==> src/rtl/bp_pkg.sv <==
// Shared sizes and helpers for the local-history branch predictor.
// Assumes power-of-two table sizes.
package bp_pkg;
    parameter int PC_W       = 32;
    parameter int HIST_W     = 4;
    parameter int HIST_IDX_W = 6;
    parameter int IDX_LSB    = 4;
    parameter int SEL_W      = 2;
    parameter int FTB_N      = 4;
    parameter int BK_IDX_W   = 4;

    typedef logic [1:0] ctr_t;

    // Saturating 2-bit counter step.
    function automatic ctr_t ctr_step(input ctr_t c, input logic up);
        if (up)  return (c == 2'd3) ? c : c + 2'd1;
        else     return (c == 2'd0) ? c : c - 2'd1;
    endfunction
endpackage

==> src/rtl/bp_hist_table.sv <==
// Per-branch outcome history table. One write port from resolution,
// one read port for prediction. The read returns the post-write value
// when both ports address the same entry in the same cycle.
module bp_hist_table #(
    parameter int IDX_W  = 6,
    parameter int HIST_W = 4,
    localparam int DEPTH = 1 << IDX_W
) (
    input  logic              clk,
    input  logic              rst_n,
    input  logic [IDX_W-1:0]  rd_idx,
    output logic [HIST_W-1:0] rd_hist,
    input  logic              wr_en,
    input  logic [IDX_W-1:0]  wr_idx,
    input  logic              wr_taken,
    output logic [HIST_W-1:0] wr_old_hist
);
    logic [HIST_W-1:0] hist_q [DEPTH];
    logic [HIST_W-1:0] wr_new_hist;

    // Old and shifted history of the entry being trained.
    always_comb begin
        wr_old_hist = hist_q[wr_idx];
        wr_new_hist = {wr_old_hist[HIST_W-2:0], wr_taken};
    end

    // Read with forwarding of the same-cycle write.
    always_comb begin
        rd_hist = (wr_en && (wr_idx == rd_idx)) ? wr_new_hist : hist_q[rd_idx];
    end

    // Storage update.
    always_ff @(posedge clk) begin
        if (!rst_n) begin
            for (int i = 0; i < DEPTH; i++) hist_q[i] <= '0;
        end else if (wr_en) begin
            hist_q[wr_idx] <= wr_new_hist;
        end
    end
endmodule

==> src/rtl/bp_pht.sv <==
// Shared pattern table of 2-bit saturating counters, indexed by
// {table select, history}. The read forwards a same-cycle update.
module bp_pht #(
    parameter int IDX_W  = 6,
    localparam int DEPTH = 1 << IDX_W
) (
    input  logic               clk,
    input  logic               rst_n,
    input  logic [IDX_W-1:0]   rd_idx,
    output bp_pkg::ctr_t       rd_ctr,
    input  logic               wr_en,
    input  logic [IDX_W-1:0]   wr_idx,
    input  logic               wr_taken
);
    bp_pkg::ctr_t ctr_q [DEPTH];
    bp_pkg::ctr_t ctr_new;

    // Next value of the counter being trained.
    always_comb ctr_new = bp_pkg::ctr_step(ctr_q[wr_idx], wr_taken);

    // Read with forwarding.
    always_comb begin
        rd_ctr = (wr_en && (wr_idx == rd_idx)) ? ctr_new : ctr_q[rd_idx];
    end

    // Counter storage; reset to weakly not taken.
    always_ff @(posedge clk) begin
        if (!rst_n) begin
            for (int i = 0; i < DEPTH; i++) ctr_q[i] <= 2'b01;
        end else if (wr_en) begin
            ctr_q[wr_idx] <= ctr_new;
        end
    end
endmodule

==> src/rtl/bp_fast_tbuf.sv <==
// Small fully associative target store loaded only by explicit writes.
// Full-PC match; in-place update on a repeat PC, round-robin fill otherwise.
// Lookup sees contents before a same-cycle write. N must be a power of two.
module bp_fast_tbuf #(
    parameter int PC_W = 32,
    parameter int N    = 4,
    localparam int PW  = $clog2(N)
) (
    input  logic            clk,
    input  logic            rst_n,
    input  logic [PC_W-1:0] lk_pc,
    output logic [N-1:0]    hit_vec,
    output logic [PC_W-1:0] lk_tgt,
    input  logic            wr_en,
    input  logic [PC_W-1:0] wr_pc,
    input  logic [PC_W-1:0] wr_tgt,
    output logic            wr_miss,
    output logic [PW-1:0]   ptr
);
    logic [N-1:0]    vld_q;
    logic [PC_W-1:0] pc_q  [N];
    logic [PC_W-1:0] tgt_q [N];
    logic [PW-1:0]   ptr_q;
    logic [N-1:0]    wr_match;
    logic [PW-1:0]   wr_slot;

    // Per-entry comparators for lookup and write.
    for (genvar g = 0; g < N; g++) begin : g_cmp
        assign hit_vec[g]  = vld_q[g] && (pc_q[g] == lk_pc);
        assign wr_match[g] = vld_q[g] && (pc_q[g] == wr_pc);
    end

    assign wr_miss = ~|wr_match;
    assign ptr     = ptr_q;

    // Target select from the matching entry.
    always_comb begin
        lk_tgt = '0;
        for (int i = 0; i < N; i++) if (hit_vec[i]) lk_tgt = lk_tgt | tgt_q[i];
    end

    // Destination slot: matching entry, else the round-robin slot.
    always_comb begin
        wr_slot = ptr_q;
        for (int i = 0; i < N; i++) if (wr_match[i]) wr_slot = PW'(i);
    end

    // Entry and pointer update.
    always_ff @(posedge clk) begin
        if (!rst_n) begin
            vld_q <= '0;
            ptr_q <= '0;
            for (int i = 0; i < N; i++) begin
                pc_q[i]  <= '0;
                tgt_q[i] <= '0;
            end
        end else if (wr_en) begin
            vld_q[wr_slot] <= 1'b1;
            pc_q[wr_slot]  <= wr_pc;
            tgt_q[wr_slot] <= wr_tgt;
            if (wr_miss) ptr_q <= ptr_q + 1'b1;
        end
    end
endmodule

==> src/rtl/bp_backup_tbuf.sv <==
// Direct-mapped backup target store with full-PC tags. Written by taken
// resolutions; lookup result is registered (one cycle later) and uses
// the contents from before a same-cycle write.
module bp_backup_tbuf #(
    parameter int PC_W  = 32,
    parameter int IDX_W = 4,
    parameter int LSB   = 4,
    localparam int DEPTH = 1 << IDX_W
) (
    input  logic            clk,
    input  logic            rst_n,
    input  logic            lk_req,
    input  logic [PC_W-1:0] lk_pc,
    output logic            hit_q,
    output logic [PC_W-1:0] tgt_q,
    input  logic            wr_en,
    input  logic [PC_W-1:0] wr_pc,
    input  logic [PC_W-1:0] wr_tgt
);
    logic [DEPTH-1:0] vld;
    logic [PC_W-1:0]  tag  [DEPTH];
    logic [PC_W-1:0]  dest [DEPTH];
    logic [IDX_W-1:0] lk_idx, wr_idx;

    assign lk_idx = lk_pc[LSB +: IDX_W];
    assign wr_idx = wr_pc[LSB +: IDX_W];

    // Storage and registered lookup.
    always_ff @(posedge clk) begin
        if (!rst_n) begin
            vld   <= '0;
            hit_q <= 1'b0;
            tgt_q <= '0;
            for (int i = 0; i < DEPTH; i++) begin
                tag[i]  <= '0;
                dest[i] <= '0;
            end
        end else begin
            hit_q <= lk_req && vld[lk_idx] && (tag[lk_idx] == lk_pc);
            tgt_q <= dest[lk_idx];
            if (wr_en) begin
                vld[wr_idx]  <= 1'b1;
                tag[wr_idx]  <= wr_pc;
                dest[wr_idx] <= wr_tgt;
            end
        end
    end
endmodule

==> src/rtl/bp_local_top.sv <==
// Two-level local branch direction predictor with hint filtering, a
// software-loaded fast target store and a backup target store.
// Assumes one prediction and one resolution at most per cycle.
module bp_local_top #(
    parameter int PC_W       = bp_pkg::PC_W,
    parameter int HIST_W     = bp_pkg::HIST_W,
    parameter int HIST_IDX_W = bp_pkg::HIST_IDX_W,
    parameter int IDX_LSB    = bp_pkg::IDX_LSB,
    parameter int SEL_W      = bp_pkg::SEL_W,
    parameter int FTB_N      = bp_pkg::FTB_N,
    parameter int BK_IDX_W   = bp_pkg::BK_IDX_W
) (
    input  logic            clk,
    input  logic            rst_n,
    input  logic            pred_valid,
    input  logic [PC_W-1:0] pred_pc,
    input  logic            pred_hint,
    output logic            pred_taken,
    output logic            fast_redirect,
    output logic [PC_W-1:0] fast_target,
    output logic            slow_redirect,
    output logic [PC_W-1:0] slow_target,
    input  logic            res_valid,
    input  logic [PC_W-1:0] res_pc,
    input  logic            res_taken,
    input  logic [PC_W-1:0] res_target,
    input  logic            res_hint,
    input  logic            ftb_wr,
    input  logic [PC_W-1:0] ftb_wr_pc,
    input  logic [PC_W-1:0] ftb_wr_target
);
    localparam int PHT_IDX_W = SEL_W + HIST_W;
    localparam int PTR_W     = $clog2(FTB_N);

    logic                  train_en;
    logic [HIST_W-1:0]     pred_hist, res_old_hist;
    bp_pkg::ctr_t          pred_ctr;
    logic [PHT_IDX_W-1:0]  pred_pht_idx, res_pht_idx;
    logic [FTB_N-1:0]      fast_hit_vec;
    logic                  fast_hit;
    logic                  ftb_wr_miss;
    logic [PTR_W-1:0]      ftb_ptr;
    logic                  bk_req;

    // Only unhinted resolutions train the two-level structure.
    assign train_en = res_valid && !res_hint;

    bp_hist_table #(.IDX_W(HIST_IDX_W), .HIST_W(HIST_W)) u_hist (
        .clk        (clk),
        .rst_n      (rst_n),
        .rd_idx     (pred_pc[IDX_LSB +: HIST_IDX_W]),
        .rd_hist    (pred_hist),
        .wr_en      (train_en),
        .wr_idx     (res_pc[IDX_LSB +: HIST_IDX_W]),
        .wr_taken   (res_taken),
        .wr_old_hist(res_old_hist)
    );

    // Pattern table index: table select from PC, entry from history.
    assign pred_pht_idx = {pred_pc[IDX_LSB +: SEL_W], pred_hist};
    assign res_pht_idx  = {res_pc[IDX_LSB +: SEL_W], res_old_hist};

    bp_pht #(.IDX_W(PHT_IDX_W)) u_pht (
        .clk     (clk),
        .rst_n   (rst_n),
        .rd_idx  (pred_pht_idx),
        .rd_ctr  (pred_ctr),
        .wr_en   (train_en),
        .wr_idx  (res_pht_idx),
        .wr_taken(res_taken)
    );

    bp_fast_tbuf #(.PC_W(PC_W), .N(FTB_N)) u_ftb (
        .clk    (clk),
        .rst_n  (rst_n),
        .lk_pc  (pred_pc),
        .hit_vec(fast_hit_vec),
        .lk_tgt (fast_target),
        .wr_en  (ftb_wr),
        .wr_pc  (ftb_wr_pc),
        .wr_tgt (ftb_wr_target),
        .wr_miss(ftb_wr_miss),
        .ptr    (ftb_ptr)
    );

    // Direction and fast redirect decision.
    always_comb begin
        pred_taken    = pred_valid && (pred_hint || pred_ctr[1]);
        fast_hit      = |fast_hit_vec;
        fast_redirect = pred_taken && fast_hit;
        bk_req        = pred_taken && !fast_hit;
    end

    bp_backup_tbuf #(.PC_W(PC_W), .IDX_W(BK_IDX_W), .LSB(IDX_LSB)) u_bk (
        .clk   (clk),
        .rst_n (rst_n),
        .lk_req(bk_req),
        .lk_pc (pred_pc),
        .hit_q (slow_redirect),
        .tgt_q (slow_target),
        .wr_en (res_valid && res_taken),
        .wr_pc (res_pc),
        .wr_tgt(res_target)
    );
endmodule

==> config.mk <==
export PLATFORM = sky130hd
export DESIGN_NAME = bp_local_top
export DESIGN_NICKNAME = d
export VERILOG_FILES = /design/src/rtl/bp_pkg.sv /design/src/rtl/bp_hist_table.sv /design/src/rtl/bp_pht.sv /design/src/rtl/bp_fast_tbuf.sv /design/src/rtl/bp_backup_tbuf.sv /design/src/rtl/bp_local_top.sv
export SDC_FILE = /design/constraint.sdc
export NUM_CORES = 2
export LEC_CHECK = 0
export ABC_AREA = 1
export BUFFER_PORTS_ARGS = -buffer_cell sky130_fd_sc_hd__buf_2
export CAP_MARGIN = 20
export CORE_UTILIZATION = 60
export CTS_CLUSTER_DIAMETER = 100
export DETAILED_ROUTE_END_ITERATION = 8
export PLACE_DENSITY = 0.77
export SLEW_MARGIN = 20
export SYNTH_ARGS = -nofsm -noshare
export SYNTH_HDL_FRONTEND = slang
export SYNTH_SLANG_ARGS = --single-unit
==> constraint.sdc <==
create_clock -name clk -period 14 [get_ports clk]
set_input_delay 2.8 -clock clk [delete_from_list [all_inputs] [get_ports clk]]
set_output_delay 2.8 -clock clk [all_outputs]
set_load 0.005 [all_outputs]
Word level (Yosys, flattened, before mapping)
Memory sizes are Yosys's and may differ from the RTL's. A register that Yosys moved wholly into a read port is not among the register bits.
Index checks and enable logic that the tools add are counted.

cells by class
  div/mod/pow operators = 0
  magnitude comparators = 5
  $mul = 0
  equality and inequality tests = 12
  add/sub/neg operators = 3
  bitwise operators = 6
  shift operators = 0
  mux-type cells = 47
  reduce and logical (&&, ||, !) cells = 33

operators by type and width
  operator                                                           number
  == test 32 bit                                                     9
  2-to-1 mux 32 bit                                                  8
  OR reduction 32 bit                                                4
  OR 32 bit                                                          3
  2-to-1 mux 2 bit                                                   11
  logical AND 1 bit                                                  19
  2-to-1 mux 1 bit                                                   19
  2-to-1 mux 4 bit                                                   4
  OR 16 bit                                                          1
  == test 6 bit                                                      2
  2-to-1 mux 6 bit                                                   2
  OR reduction 4 bit                                                 3
  less-than comparator 4 x 5 -> 1 bit, second input constant         2
  adder 2 x 1 -> 2 bit, second input constant                        2
  binary-select mux 1 bit (select 4 bit)                             1
  demux 1 bit (select 4 bit)                                         1
  greater-or-equal comparator 4 x 1 -> 1 bit, second input constant  1
  OR 4 bit                                                           1
  zero test 1 bit                                                    3
  less-than comparator 2 x 3 -> 1 bit, second input constant         1
  demux 1 bit (select 2 bit)                                         1
  == test 2 bit, second input constant                               1
  greater-or-equal comparator 2 x 1 -> 1 bit, second input constant  1
  zero test 2 bit                                                    1
  5 further kinds                                                    5

storage, ports and cells
  memories kept = 6
  bits of input ports = 168
  ROM bits = 0
  memory bits (writable) = 1664
  logic and storage cells = 116
  bits in registers = 23
  latch bits = 0

memories
  memory         depth  width  rd ports  clocked after Yosys merged registers in  wr ports  line                  text
  u_bk.dest      16     32     1         1                                        16        bp_backup_tbuf.sv:22  logic [PC_W-1:0] dest [DEPTH];
  u_bk.tag       16     32     1         0                                        16        bp_backup_tbuf.sv:21  logic [PC_W-1:0] tag [DEPTH];
  u_hist.hist_q  64     4      2         0                                        64        bp_hist_table.sv:18   logic [HIST_W-1:0] hist_q [DEPTH];
  u_ftb.pc_q     4      32     4         0                                        4         bp_fast_tbuf.sv:21    logic [PC_W-1:0] pc_q [N];
  u_ftb.tgt_q    4      32     4         0                                        4         bp_fast_tbuf.sv:22    logic [PC_W-1:0] tgt_q [N];
  u_pht.ctr_q    64     2      2         0                                        64        bp_pht.sv:15          bp_pkg::ctr_t ctr_q [DEPTH];

Logic depth before layout (Yosys ltp)
  depth after elaboration = 12
  depth in mapped cells = 28
  gate-level depth less buffers = 26

Modules after synthesis
A second synthesis with hierarchy kept.

unflattened totals
  cells, all modules = 9870
  area, all modules = 85958.7 sq um

modules (own cells, without submodules)
  module          cells an instance  area each (sq um)  seq. area each (sq um)  times used
  bp_backup_tbuf  4730               47391.7            31730.4                 1
  bp_fast_tbuf    1892               15283.4            7807.5                  1
  bp_hist_table   2037               14941.8            7687.4                  1
  bp_pht          1197               8285.4             3843.7                  1
  bp_local_top    14                 56.3               0.0                     1

Worst setup path before layout
OpenSTA, ideal clock, no wires.

  path kind = input to output
  start point = in res_pc[7]
  end point = out fast_redirect
  stages on the path = 23
  arrival time = 5202 ps
  data required time = 11200 ps
  path slack = 5998 ps
  cells stage by stage = buf_4 -> nand2_1 -> inv_1 -> clkbuf_1 -> nand2_1 -> nand2_1 -> nor2_1 -> nor2_1 -> nor2_4 -> nand2_2 -> buf_4 -> o21ai_4 -> buf_2 -> nand3_1 -> nand3_1 -> nand3_1 -> nand3_1 -> nand3_1 -> nand2_1 -> nand2_1 -> nand3_1 -> nand2_1 -> nor2_1

on the way
  longest elaborated chain between the ends = 9
  elaborated cells on any way between the ends = 18

RTL lines
  what                                                                  line                        text
  start: declaration                                                    bp_local_top.sv:24          input logic [PC_W-1:0] res_pc,
  memory read (64 x 4 bit) / == test 6 bit (equally long branches)      -
  memory read (64 x 2 bit) / logical AND 1 bit (equally long branches)  -
  subtractor 2 x 1 -> 2 bit, or another cell as far along               bp_pkg.sv:17                else return (c == 2'd0) ? c : c - 2'd1;
  2-to-1 mux 2 bit, or another cell as far along                        bp_pkg.sv:17
  2-to-1 mux 2 bit / logical AND 1 bit (equally long branches)          bp_pkg.sv:16, bp_pht.sv:23
  2-to-1 mux 2 bit (*)                                                  bp_pht.sv:23                rd_ctr = (wr_en && (wr_idx == rd_idx)) ? ctr_new : ctr_q[rd_idx];
  logical OR 1 bit (*)                                                  bp_local_top.sv:88          pred_taken = pred_valid && (pred_hint || pred_ctr[1]);
  logical AND 1 bit (*)                                                 bp_local_top.sv:88
  logical AND 1 bit (*)                                                 bp_local_top.sv:90          fast_redirect = pred_taken && fast_hit;
  end: declaration                                                      bp_local_top.sv:19          output logic fast_redirect,

Mark *: on every way between the ends. The rest lies on a longest branch, timed or not.

Worst setup path in the final report
  start point = in res_pc[6]
  end point = out fast_redirect

The elaborated chain is that of the path after synthesis.

==> reports/qor.yml <==
core_mm2: 0.133
synth_area_leaders: "edfxtp_1 (62%), nor2_1 (10%), nand2_1 (6.0%)"
netlist_instances: 8299
cts_max_path_buffers: 3
rsz0062_at_grt: "no"
fin_worst_skew_ps: 61.2
synth_top_area_share_pct: 62.0
ys.flop_type: "edfxtp_1"
drive_gt1_share_pct: 8.06
start_util_pct: 60.4
wire_per_inst_um: 25.3
drt_iter0_drc: 10822
synth_top_family_by_area: "simple AND/OR/NAND/NOR gates"
yosys_warnings: 0
cts_resized: 0
synthArstFlopShare_pct: 0
cp-end-kind: "primary output"
synth_area_mm2: 0.0807
power_leakage_uw: 0.0327
synthMuxAreaShare_pct: 0
fmax_ghz: 0.0841
place_congestion: 0.997
wirelength_mm: 255
crit_end: "fast_redirect"
clk_latency_ps: 850
finalPower_uw: 11700
fin_crit_sh_pct: 84.9
grt_pass1_vias: 61711
post-route-util_pct: 66.1
nNetsFinal: 8363
yosys.area_share.simple_pct: 20.7
drv_cap: 0
clock_sinks: 1719
ant_nets: 0
cts-hold-fix-buffers: 0
hold_viol: 0
grt_usage_pct: 37.0
synthAdderAreaFrac_pct: 0
startpoint_type: "primary input"
pin_count: 235
synth_top_cell_by_area: "edfxtp_1"
powerDensity_mw_per_mm2: 133
rr_endpoint: "u_bk.hit_q"
io_buffers: 234
cp.required_ps: 11200
r2r_slack_ps: 8500
syn_area_per_cell_um2: 9.72
grt_pass1_wl_mm: 378
cts_tree: "yes"
grt_overflow_total: 0
critPathArrivalTime_ps: 9090
rr_worst_depth: 26
area_growth_pct: 9.43
layout.cells.non_filler: 10108
numCtsBuffers: 174
antenna_found_initial: 9
synth_compound_area_share_pct: 9.71
synth_xor_xnor_area_share_pct: 1.30
drc: 0
startpoint: "res_pc[6]"
placed_area_mm2: 0.0827
htree_levels: 4
hp-class: "reg2reg"
seq_area_frac_synth_pct: 63.3
critPathMaxFanout: 71
drt-vias-per-instance: 6.46
chipWidth_um: 369
slew_headroom_pct: -2.40
post-cts-setup-buffers: 0
ir_drop_mv: 0.148
yosysMostFrequentCell: "nor2_1"
path_clk_slew_ps: 60
worst_pin_slew_ps: 1540
violations: "slew limit"
num_rows: 134
dp_hpwl_mm: 143
placedCellCount: 9785
ctsRootBufferMaster: "clkbuf_16"
synth-seq-cells: 1719
die-area_mm2: 0.136
dr.pass1.iters: 7
status: "finished, violations left"
synth_edf_count: 1664
fin_tns_setup_ps: 0
layout_min_cycle_time_ps: 11890
setup_viol: 0
synth_cell_type_count: 50
final_area_mm2: 0.0883
r2r-start: "u_hist.hist_q[52][0]"
grt_start_max_net_pins: 255
slew_violations: 51
synth_common_cells: "nor2_1 (2,234), edfxtp_1 (1,664), nand2_1 (1,284), o21ai_0 (654), clkbuf_1 (502)"
die_h_um: 369
vias: 65294
criticalPathCategory: "in2out"
kinds of logic after synthesis:
group | Yosys count
buffers and inverters | 1026
other | 1
AND/OR/NAND/NOR | 4150
XOR/XNOR | 120
flip-flops | 1719
AO/OA/AOI/OAI | 1283
stage by stage:
step	worst slack (ps)	hold WS, ps
finish	2110	443
CTS	2380	443
detailed placement	2400	434
global route	1760	469
floorplan	6000	419
global placement	2620	429
metal layers:
metal	vias up	track usage [%]	part of all wire (%)
li1	28432	-	-
met1	31030	49.9	36
met2	4928	56.6	45
met3	890	8.70	14
met4	14	17.8	5.1
met5	-	0	0.036
registers in the layout, indices dropped and copies added, names as in the netlist:
signal and cells:
u_ftb.vld_q 4, u_ftb.tgt_q 128, u_pht.ctr_q 128, u_hist.hist_q 256
u_ftb.pc_q 128, u_bk.tgt_q 32, u_ftb.ptr 2, u_bk.vld 16
u_bk.hit_q 1, u_bk.tag 512, u_bk.dest 512
worst max-delay path, stage by stage:
cell,delay (ps)
buf_2,310
nand2_1,500
inv_1,610
nand2_1,110
nand2_1,70
nor2_1,50
nor2_1,190
nor2_4,200
nand2_2,110
buf_4,600
clkinv_2,1060
nand2_1,290
nand2_1,90
nand2_1,60
nand2_1,60
nand2_1,50
nand3_1,90
nand3_1,160
nand2_1,100
nor2_1,190
nand2_1,110
nand3_1,80
nand3_1,80
nand2_1,580
nor2_1,230
buf_2,210
power breakdown:
group          switching (µW)  total (µW)  leakage (µW)  internal (µW)
clock network            2000        4520       0.00269           2520
registers                 108        6000        0.0166           5900
logic                     893        1180        0.0134            283
worst min path at each step:
| stage | end | from | cells after the start |
|---|---|---|---|
| final | u_bk.vld[15] | u_bk.vld[15] | 2 |
| after global routing | u_bk.vld[1] | u_bk.vld[1] | 2 |
| after CTS | u_bk.vld[15] | u_bk.vld[15] | 2 |
| after detailed placement | u_bk.vld[15] | u_bk.vld[15] | 2 |
| after global placement | u_bk.vld[15] | u_bk.vld[15] | 2 |
| after floorplan | u_bk.vld[15] | u_bk.vld[15] | 2 |
cell usage in the layout (no fill, tap or decap), types with 69 or more instances in the layout:
master and instances:
o22ai_1 178, buf_4 104, o211ai_1 76, edfxtp_1 1664, nand3_1 417, inv_1 332
buf_2 229, nand4_1 123, a21oi_1 78, o221ai_1 158, nor2_1 2233, nand2_1 1262
clkbuf_16 180, o21ai_0 653, xor2_1 69
final cells by class:
| class | count | area [µm²] |
|---|---|---|
| clock buffer | 235 | 4820 |
| sequential | 1719 | 51100 |
| clock inverter | 81 | 679 |
| tap | 1768 | 2210 |
| multi-input combinational | 5585 | 25900 |
| inverter | 373 | 1440 |
| antenna | 5 | 12.5 |
| fill | 10386 | 45200 |
| timing repair buffer | 342 | 2080 |
Power figures use the tool's default switching activity.
